## config.mk

```make
export PLATFORM = sky130hd
export DESIGN_NAME = sc_victim_sel
export DESIGN_NICKNAME = d
export VERILOG_FILES = /design/src/rtl/sc_pkg.sv /design/src/rtl/sc_ring.sv /design/src/rtl/sc_refbits.sv /design/src/rtl/sc_victim_sel.sv
export SDC_FILE = /design/constraint.sdc
export NUM_CORES = 1
export LEC_CHECK = 0
export BUFFER_PORTS_ARGS = -buffer_cell sky130_fd_sc_hd__buf_2
export CAP_MARGIN = 20
export CORE_ASPECT_RATIO = 1.2
export CORE_MARGIN = 10
export CORE_UTILIZATION = 54
export CTS_BUF_LIST = sky130_fd_sc_hd__clkbuf_16
export CTS_CLUSTER_DIAMETER = 50
export DETAILED_ROUTE_END_ITERATION = 16
export HOLD_SLACK_MARGIN = 0.03
export PLACE_DENSITY = 0.78
export REMOVE_ABC_BUFFERS = 1
export SLEW_MARGIN = 20
export SYNTH_ARGS = -nofsm -noshare
export SYNTH_HDL_FRONTEND = slang
export SYNTH_SLANG_ARGS = --single-unit
```

## constraint.sdc

```tcl
create_clock -name clk -period 3.1 [get_ports clk]
set_input_delay 0.31 -clock clk [delete_from_list [all_inputs] [get_ports clk]]
set_output_delay 0.31 -clock clk [all_outputs]
set_load 0.05 [all_outputs]
```

## src/rtl/sc_pkg.sv

```systemverilog
// Shared types for the second-chance victim selector.
package sc_pkg;
    typedef enum logic {
        SC_IDLE = 1'b0,
        SC_SCAN = 1'b1
    } sc_state_e;
endpackage

```

## src/rtl/sc_ring.sv

```systemverilog
// Circular FIFO of frame numbers with simultaneous push and pop.
// Assumes: the caller never pushes alone when full, and never pops when empty.
module sc_ring #(
    parameter int DEPTH = 8,
    parameter int DW    = 3,
    localparam int PW   = (DEPTH > 1) ? $clog2(DEPTH) : 1,
    localparam int CW   = $clog2(DEPTH + 1)
) (
    input  logic          clk,
    input  logic          rst_n,
    input  logic          push,
    input  logic [DW-1:0] push_data,
    input  logic          pop,
    output logic [DW-1:0] head_data,
    output logic          full,
    output logic          empty
);
    logic [DW-1:0] mem [DEPTH];
    logic [PW-1:0] head_q, tail_q;
    logic [CW-1:0] count_q;

    function automatic logic [PW-1:0] wrap_inc(input logic [PW-1:0] p);
        return (p == PW'(DEPTH - 1)) ? '0 : p + 1'b1;
    endfunction

    assign head_data = mem[head_q];
    assign full      = (count_q == CW'(DEPTH));
    assign empty     = (count_q == '0);

    // Advance the pointers and the occupancy count.
    always_ff @(posedge clk) begin
        if (!rst_n) begin
            head_q  <= '0;
            tail_q  <= '0;
            count_q <= '0;
        end else begin
            if (push) tail_q <= wrap_inc(tail_q);
            if (pop)  head_q <= wrap_inc(head_q);
            case ({push, pop})
                2'b10:   count_q <= count_q + 1'b1;
                2'b01:   count_q <= count_q - 1'b1;
                default: count_q <= count_q;
            endcase
        end
    end

    // Write the pushed entry at the tail.
    always_ff @(posedge clk) begin
        if (push) mem[tail_q] <= push_data;
    end


    no_overflow_chk: assert property (@(posedge clk) disable iff (!rst_n)
        (push && !pop) |-> !full);

    no_underflow_chk: assert property (@(posedge clk) disable iff (!rst_n)
        pop |-> !empty);
endmodule

```

## src/rtl/sc_refbits.sv

```systemverilog
// One reference bit per frame: set on access, cleared singly or all at once.
// Assumes: a set wins over both kinds of clear in the same cycle.
module sc_refbits #(
    parameter int N  = 8,
    parameter int FW = 3
) (
    input  logic          clk,
    input  logic          rst_n,
    input  logic          set_en,
    input  logic [FW-1:0] set_idx,
    input  logic          clr_en,
    input  logic [FW-1:0] clr_idx,
    input  logic          clr_all,
    output logic [N-1:0]  bits
);
    for (genvar i = 0; i < N; i++) begin : g_bit
        // Update the reference bit of frame i.
        always_ff @(posedge clk) begin
            if (!rst_n)
                bits[i] <= 1'b0;
            else if (set_en && set_idx == FW'(i))
                bits[i] <= 1'b1;
            else if (clr_all || (clr_en && clr_idx == FW'(i)))
                bits[i] <= 1'b0;
        end
    end


    clear_all_chk: assert property (@(posedge clk) disable iff (!rst_n)
        (clr_all && !set_en) |=> (bits == '0));

    ref_set_chk: assert property (@(posedge clk) disable iff (!rst_n)
        set_en |=> (bits[$past(set_idx)] == 1'b1));
endmodule

```

## src/rtl/sc_victim_sel.sv

```systemverilog
// Second-chance victim selector: a FIFO of resident frames plus reference bits.
// A search walks the queue head one candidate per cycle, recycling referenced
// frames to the tail and removing the first unreferenced one as the victim.
// Assumes: enqueued frame numbers are distinct and below NUM_FRAMES.
module sc_victim_sel #(
    parameter int NUM_FRAMES = 8,
    localparam int FW = (NUM_FRAMES > 1) ? $clog2(NUM_FRAMES) : 1,
    localparam int SW = $clog2(NUM_FRAMES + 2)
) (
    input  logic          clk,
    input  logic          rst_n,
    input  logic          enq_valid,
    input  logic [FW-1:0] enq_frame,
    output logic          enq_err,
    input  logic          ref_valid,
    input  logic [FW-1:0] ref_frame,
    input  logic          clr_all,
    input  logic          vic_req,
    output logic          vic_busy,
    output logic          vic_valid,
    output logic [FW-1:0] vic_frame
);
    import sc_pkg::*;

    sc_state_e       state_q;
    logic [FW-1:0]   head_frame;
    logic [NUM_FRAMES-1:0] ref_bits;
    logic            q_full, q_empty;
    logic            idle, scan, enq_ok, enq_rej, start, head_ref, rotate, take;
    logic            ring_push, ring_pop, clr_one;
    logic [FW-1:0]   push_frame, clr_frame;
    logic [SW-1:0]   scan_cyc;

    // Decode what happens to the queue this cycle.
    always_comb begin
        idle       = (state_q == SC_IDLE);
        scan       = (state_q == SC_SCAN);
        enq_ok     = enq_valid && idle && !q_full;
        enq_rej    = enq_valid && idle && q_full;
        start      = vic_req && idle && !q_empty;
        head_ref   = ref_bits[head_frame];
        rotate     = scan && head_ref;
        take       = scan && !head_ref;
        ring_push  = enq_ok || rotate;
        ring_pop   = rotate || take;
        push_frame = rotate ? head_frame : enq_frame;
        clr_one    = enq_ok || rotate;
        clr_frame  = rotate ? head_frame : enq_frame;
    end

    sc_ring #(.DEPTH(NUM_FRAMES), .DW(FW)) u_ring (
        .clk       (clk),
        .rst_n     (rst_n),
        .push      (ring_push),
        .push_data (push_frame),
        .pop       (ring_pop),
        .head_data (head_frame),
        .full      (q_full),
        .empty     (q_empty)
    );

    sc_refbits #(.N(NUM_FRAMES), .FW(FW)) u_bits (
        .clk     (clk),
        .rst_n   (rst_n),
        .set_en  (ref_valid),
        .set_idx (ref_frame),
        .clr_en  (clr_one),
        .clr_idx (clr_frame),
        .clr_all (clr_all),
        .bits    (ref_bits)
    );

    // Search state machine and registered responses.
    always_ff @(posedge clk) begin
        if (!rst_n) begin
            state_q   <= SC_IDLE;
            vic_valid <= 1'b0;
            vic_frame <= '0;
            enq_err   <= 1'b0;
        end else begin
            vic_valid <= take;
            enq_err   <= enq_rej;
            if (take) vic_frame <= head_frame;
            if (start)     state_q <= SC_SCAN;
            else if (take) state_q <= SC_IDLE;
        end
    end

    assign vic_busy = scan;

    // Count scan cycles to bound the search length.
    always_ff @(posedge clk) begin
        if (!rst_n || !scan) scan_cyc <= '0;
        else                 scan_cyc <= scan_cyc + 1'b1;
    end


    vic_pulse_chk: assert property (@(posedge clk) disable iff (!rst_n)
        vic_valid |=> !vic_valid);

    busy_start_chk: assert property (@(posedge clk) disable iff (!rst_n)
        $rose(vic_busy) |-> $past(vic_req));

    busy_end_chk: assert property (@(posedge clk) disable iff (!rst_n)
        vic_valid |-> !vic_busy);

    enq_err_chk: assert property (@(posedge clk) disable iff (!rst_n)
        enq_err |-> $past(q_full));

    search_bound_chk: assert property (@(posedge clk) disable iff (!rst_n)
        vic_busy |-> (scan_cyc <= SW'(NUM_FRAMES)));
endmodule

```

==> results.txt, run 1 <==
P_int: 1.48 mW
Hold Slack: 0.281 ns
layout cell share with drive strength beyond 1: 30.1%
failing checks: setup timing
clock-pin slew on the worst setup and hold paths: 0.07 ns
die height: 95.1 um
Finished Layout Cells: 330
CTS Buf Count: 5
crit share post-route: 102%
Fill cells: 351
largest net degree at the start of global routing: 19
worst r2r path cells: 12
run status: finished with violations
RSZ-0062 raised after global routing: true
total number of vias: 1983
R2R Setup Slk: -0.05 ns
Final Core Density: 67.3%
FF+latch count, synth: 51
Max-Cap Viols: 0
Iteration-0 DRC Markers: 151
setup TNS: -0.0505 ns
Fin. Hold Viols: 0
vias in the first global route: 2031
die footprint: 7850 um^2
critical-path cell list: mux2i_1 -> mux4_2 -> mux2_4 -> o221a_4 -> a21oi_4 -> ha_4 -> xor2_2 -> ha_2 -> a21oi_2 -> xor2_1 -> or3_1 -> a21oi_1
CORE AREA: 4560 um^2
total wire length: 5.93 mm
WHS Endpoint: u_bits.bits[5]$_SDFFE_PN0P_
width of the die: 82.6 um
DRC Markers: 0
crit path capture type: flop
Critical Path AT: 3.37 ns
# H-tree levels: 2
Vias/cell: 6.01
FFs w/ async S/R, synth: 0%
Logic pwr share: 36.9%
WHS Path Cells: 3
Crit-path slowest cell: mux4_2
input/output buffers: 17
clk sinks: 51
CTS tree: built
Finish-stage setup viols: 1
Worst Path Required: 3.32 ns
min Tclk post-route: 3.15 ns
Clock Power Share: 25.0%
initial antenna violation count: 0
Cells after Synth: 227
crit path launch type: flop
Switching Share: 34.8%
Post-synth EDFFs: 24
Avg Cell Area, Syn: 11.2 um^2
Primary FF master, synth: dfxtp_1
clock buffer depth: 2
Netlist cell types: 51
Final HPWL DP: 4.34 mm
Tot Pwr: 2.27 mW
Overflow after GRT: 0
GPL Wtd Cong: 0.856
Net Sw Power: 0.789 mW
antenna diode count: 0
class of the worst hold path: input pin to flop
Crit path largest cell delay: 0.58 ns
peak supply drop: 0.575 mV
pwr/cell area: 739 nW/um^2
P&R area growth vs syn: 21.0%
Total GRT Usage: 15.9%
Synth Cell Area: 2540 um^2
yosys warns: 0
Max Freq: 317 MHz
wire length of the first global-routing pass: 9.74 mm
sequential area share after synthesis: 49.7%
Rel. slew slack: 40.7%
Reg power frac: 38.1%
Placed Cells: 322
Leak Pwr: 1.16 nW
Worst Skew: 0.00541 ns
Pins Over Slew Limit: 0
Hold Crit Start: ref_frame[0]
CP Max Fanout: 8
DRT Pass-1 Iters: 5
Starting Density: 55.6%
post-route antenna net violation count: 0
Hold-fix buffers, CTS: 0
capturing point of the worst reg2reg path: u_ring.count_q[2]$_SDFFE_PN0P_
Rows: 27
final worst slack: -0.0505 ns
nets: 290
slew at the pin with the worst max-slew slack: 0.889 ns
Worst Setup Path Type: flop to flop
CTS root buffer: clkbuf_16
Avg WL per Cell: 18.0 um
top-level I/O count: 18
Worst-Skew Late Latency: 0.29 ns
[cell usage after synthesis (2+ instances only)]
cell type	instances	area (um^2)
mux4_2	2	45.0
nor3_1	5	25.0
nor2_1	21	78.8
dfxtp_1	27	541
nand2_1	28	105
o21ai_0	5	25.0
nor3b_1	2	15.0
o21ai_1	5	25.0
a211oi_1	3	22.5
xor2_1	3	26.3
edfxtp_1	24	721
nand3b_1	3	22.5
ha_1	7	87.6
nand3_1	5	25.0
clkbuf_1	5	18.8
o211ai_1	2	15.0
mux2i_1	16	160
o2bb2ai_1	2	17.5
buf_6	3	33.8
a21oi_1	9	45.0
a21boi_0	4	30.0
o22ai_1	4	25.0
inv_1	4	15.0
mux4_1	3	78.8
mux2_2	5	56.3
nor4b_1	2	17.5
nor2b_1	2	12.5
or3_1	3	18.8
[kinds of logic (layout without fill, tap and decap cells)]
family / count (synthesis) / after routing / share of synthesized area [%]
AO/OA/AOI/OAI: 48 / 48 / 14.3
AND/OR/NAND/NOR: 77 / 77 / 14.3
flip-flops: 51 / 51 / 49.7
multiplexers: 27 / 27 / 14.0
XOR/XNOR: 4 / 4 / 1.38
buffers and inverters: 13 / 58 / 2.86
adder cells (fa/ha/maj): 7 / 7 / 3.45
[worst max-delay path, delay by kind of cell (launching register included)]
family          cells  cell delay, ns
simple gates        1            0.32
compound gates      4            0.64
flops               1            0.43
mux                 3            1.03
fa+ha+maj           2            0.36
xor+xnor            2            0.30
[worst max-delay path by stage]
stage,startpoint,to,slack (ns),depth (start not counted)
after CTS,flop,u_ring.count_q[2]$_SDFFE_PN0P_,-0.16,12
after global routing,flop,u_ring.count_q[2]$_SDFFE_PN0P_,-0.19,12
final,flop,u_ring.count_q[2]$_SDFFE_PN0P_,-0.05,12
after floorplan,flop,u_ring.count_q[2]$_SDFFE_PN0P_,-0.37,12
after detailed placement,flop,u_ring.count_q[2]$_SDFFE_PN0P_,-0.1,13
after global placement,flop,u_ring.count_q[2]$_SDFFE_PN0P_,-0.01,13
[cells in the final DEF, fill, tap and decap left out, drive strengths merged, types with 2 or more instances in the layout]
cell type	netlist	final
a211oi	4	4
inv	4	5
o2bb2ai	2	2
o211ai	2	2
a21oi	10	10
nor4b	2	2
clkbuf	5	5
mux2i	16	16
mux2	6	6
mux4	5	5
o21ai	10	10
a21boi	4	4
ha	7	7
edfxtp	24	24
o22ai	5	5
nor2b	2	2
nor3b	2	2
nor2	21	21
or3	3	3
nand3	5	5
xor2	3	3
buf	4	46
nand3b	3	3
o32ai	2	2
nor3	5	5
nand2	28	28
dfxtp	27	27
clkinv	0	2
[routing by layer]
layer  global-route usage [%]  part of all wire (%)
met2                     26.6                    50
met1                     19.2                    43
met3                     3.86                   5.6
met5                        0                     0
met4                     6.28                   1.8
[through the flow]
stage | setup WS, ns | area, um^2
2_1_floorplan | -0.374 | 2480
3_3_place_gp | -0.0144 | 2870
3_5_place_dp | -0.0985 | 2870
4_1_cts | -0.160 | 3050
5_1_grt | -0.190 | 3070
6_report | -0.0505 | 3070
[state kept, by name (all words and copies together), names as in the netlist, named ones only]
| name | count |
|---|---|
| vic_valid | 1 |
| u_bits.bits | 8 |
| vic_frame | 3 |
| u_ring.head_q | 3 |
| enq_err | 1 |
| u_ring.count_q | 4 |
| u_ring.tail_q | 3 |
| u_ring.mem | 24 |
| vic_busy | 1 |
[final cells by class]
class	count	area [um^2]	share of cell area, %
clock buffer	5	125	4.08
clock inverter	3	28.8	0.938
inverter	4	15.0	0.489
multi-input combinational	163	1260	41.1
sequential	51	1260	41.2
tap	58	72.6	2.36
timing repair buffer	46	303	9.87
[timing repair]
item | CTS | global route
resized for setup | 9 | 10
hold endpoints to repair | 0 | 0
setup endpoints to repair | 1 | 16
gates cloned | 0 | 0
setup buffers | 3 | 0
pin swaps | 6 | 6
[power groups by stage]
stage                     registers, mW  clock network (mW)  logic [mW]
after floorplan                   0.908                   0       0.431
after global placement            0.858                   0       0.773
after detailed placement          0.861                   0       0.794
after CTS                         0.860               0.572       0.816
after global routing              0.877               0.593       0.913
final                             0.865               0.566       0.837
(Power assumes the default switching activity.)
==> run 2, diff against run 1 <==
Settings changed: CORE_MARGIN 10 to 5.
==> run 2 against run 1 <==
The flow still finishes with violations (setup timing). Routed wire length is 8.5% lower. Largest cell class unchanged. Count of clock-buffer cells in the layout stayed put. Hold slack better by 0.010 ns. Power is 2.3% lower. Sequential share of layout area is 0.65 points higher. Non-clock buffer count is 2 lower. Critical path depth stayed put. Sequential power hardly changed. Clock power is 2% lower. Critical path type unchanged. Critical endpoint unchanged.
==> results.txt, run 2 (synthesis results as in run 1) <==
Switching Share: 34.0% (-0.80 points)
Reg area: 1260 um^2 (unchanged)
Reg power frac: 39.0% (+0.9 points)
DP Area: 2850 um^2 (-0.52%)
CTS Buf Count: 5 (unchanged)
WHS Endpoint: u_bits.bits[5]$_SDFFE_PN0P_
Finish-stage setup viols: 1 (unchanged)
Iteration-0 DRC Markers: 73 (-52%)
CP top delay family: multiplexers
R2R Setup Slk: -0.03 ns (+0.02 ns)
Overflow after GRT: 0 (unchanged)
setup TNS: -0.0320 ns (+0.0185 ns)
final instance area: 3020 um^2 (-1.5%)
Final HPWL DP: 4.03 mm (-7.1%)
crit path capture type: flop
Clock Power Share: 24.9% (about the same)
CP Max Fanout: 8 (unchanged)
die footprint: 6170 um^2 (-21%)
Critical Path AT: 3.35 ns (-0.02 ns)
# H-tree levels: 2 (unchanged)
Worst Skew: 0.00525 ns (-0.000161 ns)
nets: 288 (-0.69%)
post-route antenna net violation count: 0 (unchanged)
CTS root buffer: clkbuf_16
Rows: 27 (unchanged)
die height: 85.1 um (-11%)
total number of vias: 1929 (-2.7%)
run status: finished with violations
clock-pin slew on the worst setup and hold paths: 0.07 ns (about the same)
clock buffer depth: 2 (unchanged)
crit path launch type: flop
largest net degree at the start of global routing: 19 (unchanged)
Max-Cap Viols: 0 (unchanged)
critical-path cell list: mux2i_1 -> mux4_2 -> mux2_4 -> o221a_4 -> a21oi_4 -> ha_2 -> xor2_1 -> ha_2 -> a21oi_2 -> xor2_1 -> or3_1 -> a21oi_2
input/output buffers: 17 (unchanged)
Fill cells: 369 (+5.1%)
most common cell after layout, fill and taps aside: nand2_1
Biggest register: u_ring.mem
failing checks: setup timing
commonest cells after routing, fill and taps aside: nand2_1, buf_4, dfxtp_1
Max Freq: 319 MHz (+0.59%)
Worst Setup Path Type: flop to flop
Vias/cell: 5.88 (-2.1%)
Pins Over Slew Limit: 0 (unchanged)
Hold Crit Start: ref_frame[0]
clk sinks: 51 (unchanged)
Fin. Hold Viols: 0 (unchanged)
top flop regs: u_ring.mem x24, u_bits.bits x8, u_ring.count_q x4
Avg WL per Cell: 16.5 um (-8.0%)
peak supply drop: 0.576 mV (about the same)
vias in the first global route: 1953 (-3.8%)
Total GRT Usage: 18.9% (+3.0 points)
final worst slack: -0.0320 ns (+0.0185 ns)
Worst Path Required: 3.32 ns (about the same)
width of the die: 72.6 um (-12%)
Logic pwr share: 36.1% (-0.8 points)
CTS tree: built
total wire length: 5.43 mm (-8.5%)
initial antenna violation count: 0 (unchanged)
Hold-fix buffers, CTS: 0 (unchanged)
Crit-path slowest cell: mux4_2
DRC Markers: 0 (unchanged)
Net Sw Power: 0.753 mW (-4.5%)
top-level I/O count: 18 (unchanged)
Largest register FFs: 24 (unchanged)
Worst-Skew Late Latency: 0.29 ns (about the same)
class of the worst hold path: input pin to flop
GPL Wtd Cong: 0.834 (-2.6%)
pwr/cell area: 733 nW/um^2 (-0.75%)
P&R area growth vs syn: 19.1%
capturing point of the worst reg2reg path: u_ring.count_q[2]$_SDFFE_PN0P_
layout cell share with drive strength beyond 1: 28.1% (-2.0 points)
P_int: 1.46 mW (-1.1%)
worst r2r path cells: 12 (unchanged)
WHS Path Cells: 3 (unchanged)
crit share post-route: 101% (-0.60 points)
CP Buf/Inv Count: 0 (unchanged)
slew at the pin with the worst max-slew slack: 0.822 ns (-0.0676 ns)
CORE AREA: 4560 um^2 (unchanged)
DRT Pass-1 Iters: 4 (-1)
min Tclk post-route: 3.13 ns (-0.0185 ns)
Leak Pwr: 1.14 nW (-1.6%)
Rel. slew slack: 45.2% (+4.5 points)
wire length of the first global-routing pass: 9.06 mm (-7.0%)
RSZ-0062 raised after global routing: true
antenna diode count: 0 (unchanged)
Multi-input gate area: 1230 um^2 (-2.4%)
Starting Density: 55.6% (unchanged)
Crit path largest cell delay: 0.60 ns (+0.02 ns)
## run 2: cell count changes in the layout (fill, tap and decap cells not counted), sizes merged
cell    change
buf         -2
clkinv      -1
inv         +1
## run 2: timing repair
action / 4_1_cts / 5_1_grt
buffers inserted: 2 / 1
setup endpoints to repair: 1 / 10
gates resized for setup: 9 / 5
pin swaps: 5 / 2
## run 2: metrics by stage
stage / std cells / power [mW] / hold WS [ns] / util [%] / setup slack (ns)
after floorplan: 218 / 1.34 / 0.427 / - / -0.374
after global placement: 320 / 1.63 / 0.445 / 62.5 / -0.0396
after detailed placement: 320 / 1.65 / 0.457 / 62.5 / -0.0688
after CTS: 329 / 2.22 / 0.273 / 66.3 / -0.0244
after global routing: 328 / 2.34 / 0.304 / 66.3 / -0.182
final: 328 / 2.22 / 0.291 / 66.3 / -0.0320
## run 2: power by group through the flow
| stage | clock [mW] | sequential, mW | combinational (mW) |
|---|---|---|---|
| after floorplan | 0 | 0.908 | 0.431 |
| after global placement | 0 | 0.858 | 0.771 |
| after detailed placement | 0 | 0.862 | 0.788 |
| after CTS | 0.564 | 0.864 | 0.791 |
| after global routing | 0.597 | 0.873 | 0.869 |
| final | 0.552 | 0.864 | 0.799 |
## run 2: area by class of cell
cell class / instances / share of cell area (%)
Clock inverter: 3 / 0.870
Tap cell: 58 / 2.40
Inverter: 4 / 0.497
Sequential cell: 51 / 41.9
Clock buffer: 5 / 4.14
Timing Repair Buffer: 44 / 9.52
Multi-Input combinational cell: 163 / 40.7
## run 2: per-layer routing
layer / track usage [%] / vias up / wire, um
met5: 0 / - / 0
met4: 7.05 / 0 / 123
met3: 3.44 / 12 / 271
met2: 32.0 / 69 / 2690
met1: 23.7 / 916 / 2340
li1: - / 932 / -
## run 2: worst max path at each step
stage / to / slack [ns] / cells after the start / start
2_1_floorplan: u_ring.count_q[2]$_SDFFE_PN0P_ / -0.37 / 12 / flop
3_3_place_gp: u_ring.count_q[2]$_SDFFE_PN0P_ / -0.04 / 13 / flop
3_5_place_dp: u_ring.count_q[2]$_SDFFE_PN0P_ / -0.07 / 13 / flop
4_1_cts: u_ring.count_q[2]$_SDFFE_PN0P_ / -0.02 / 12 / flop
5_1_grt: u_ring.count_q[2]$_SDFFE_PN0P_ / -0.18 / 12 / flop
6_report: u_ring.count_q[2]$_SDFFE_PN0P_ / -0.03 / 12 / flop
## run 2: worst register-to-register path, cell delays in order (launching register included)
cell     delay (ns)
dfxtp_4        0.43
mux2i_1        0.10
mux4_2         0.60
mux2_4         0.35
o221a_4        0.27
a21oi_4        0.13
ha_2           0.20
xor2_1         0.15
ha_2           0.19
a21oi_2        0.04
xor2_1         0.17
or3_1          0.32
a21oi_2        0.12
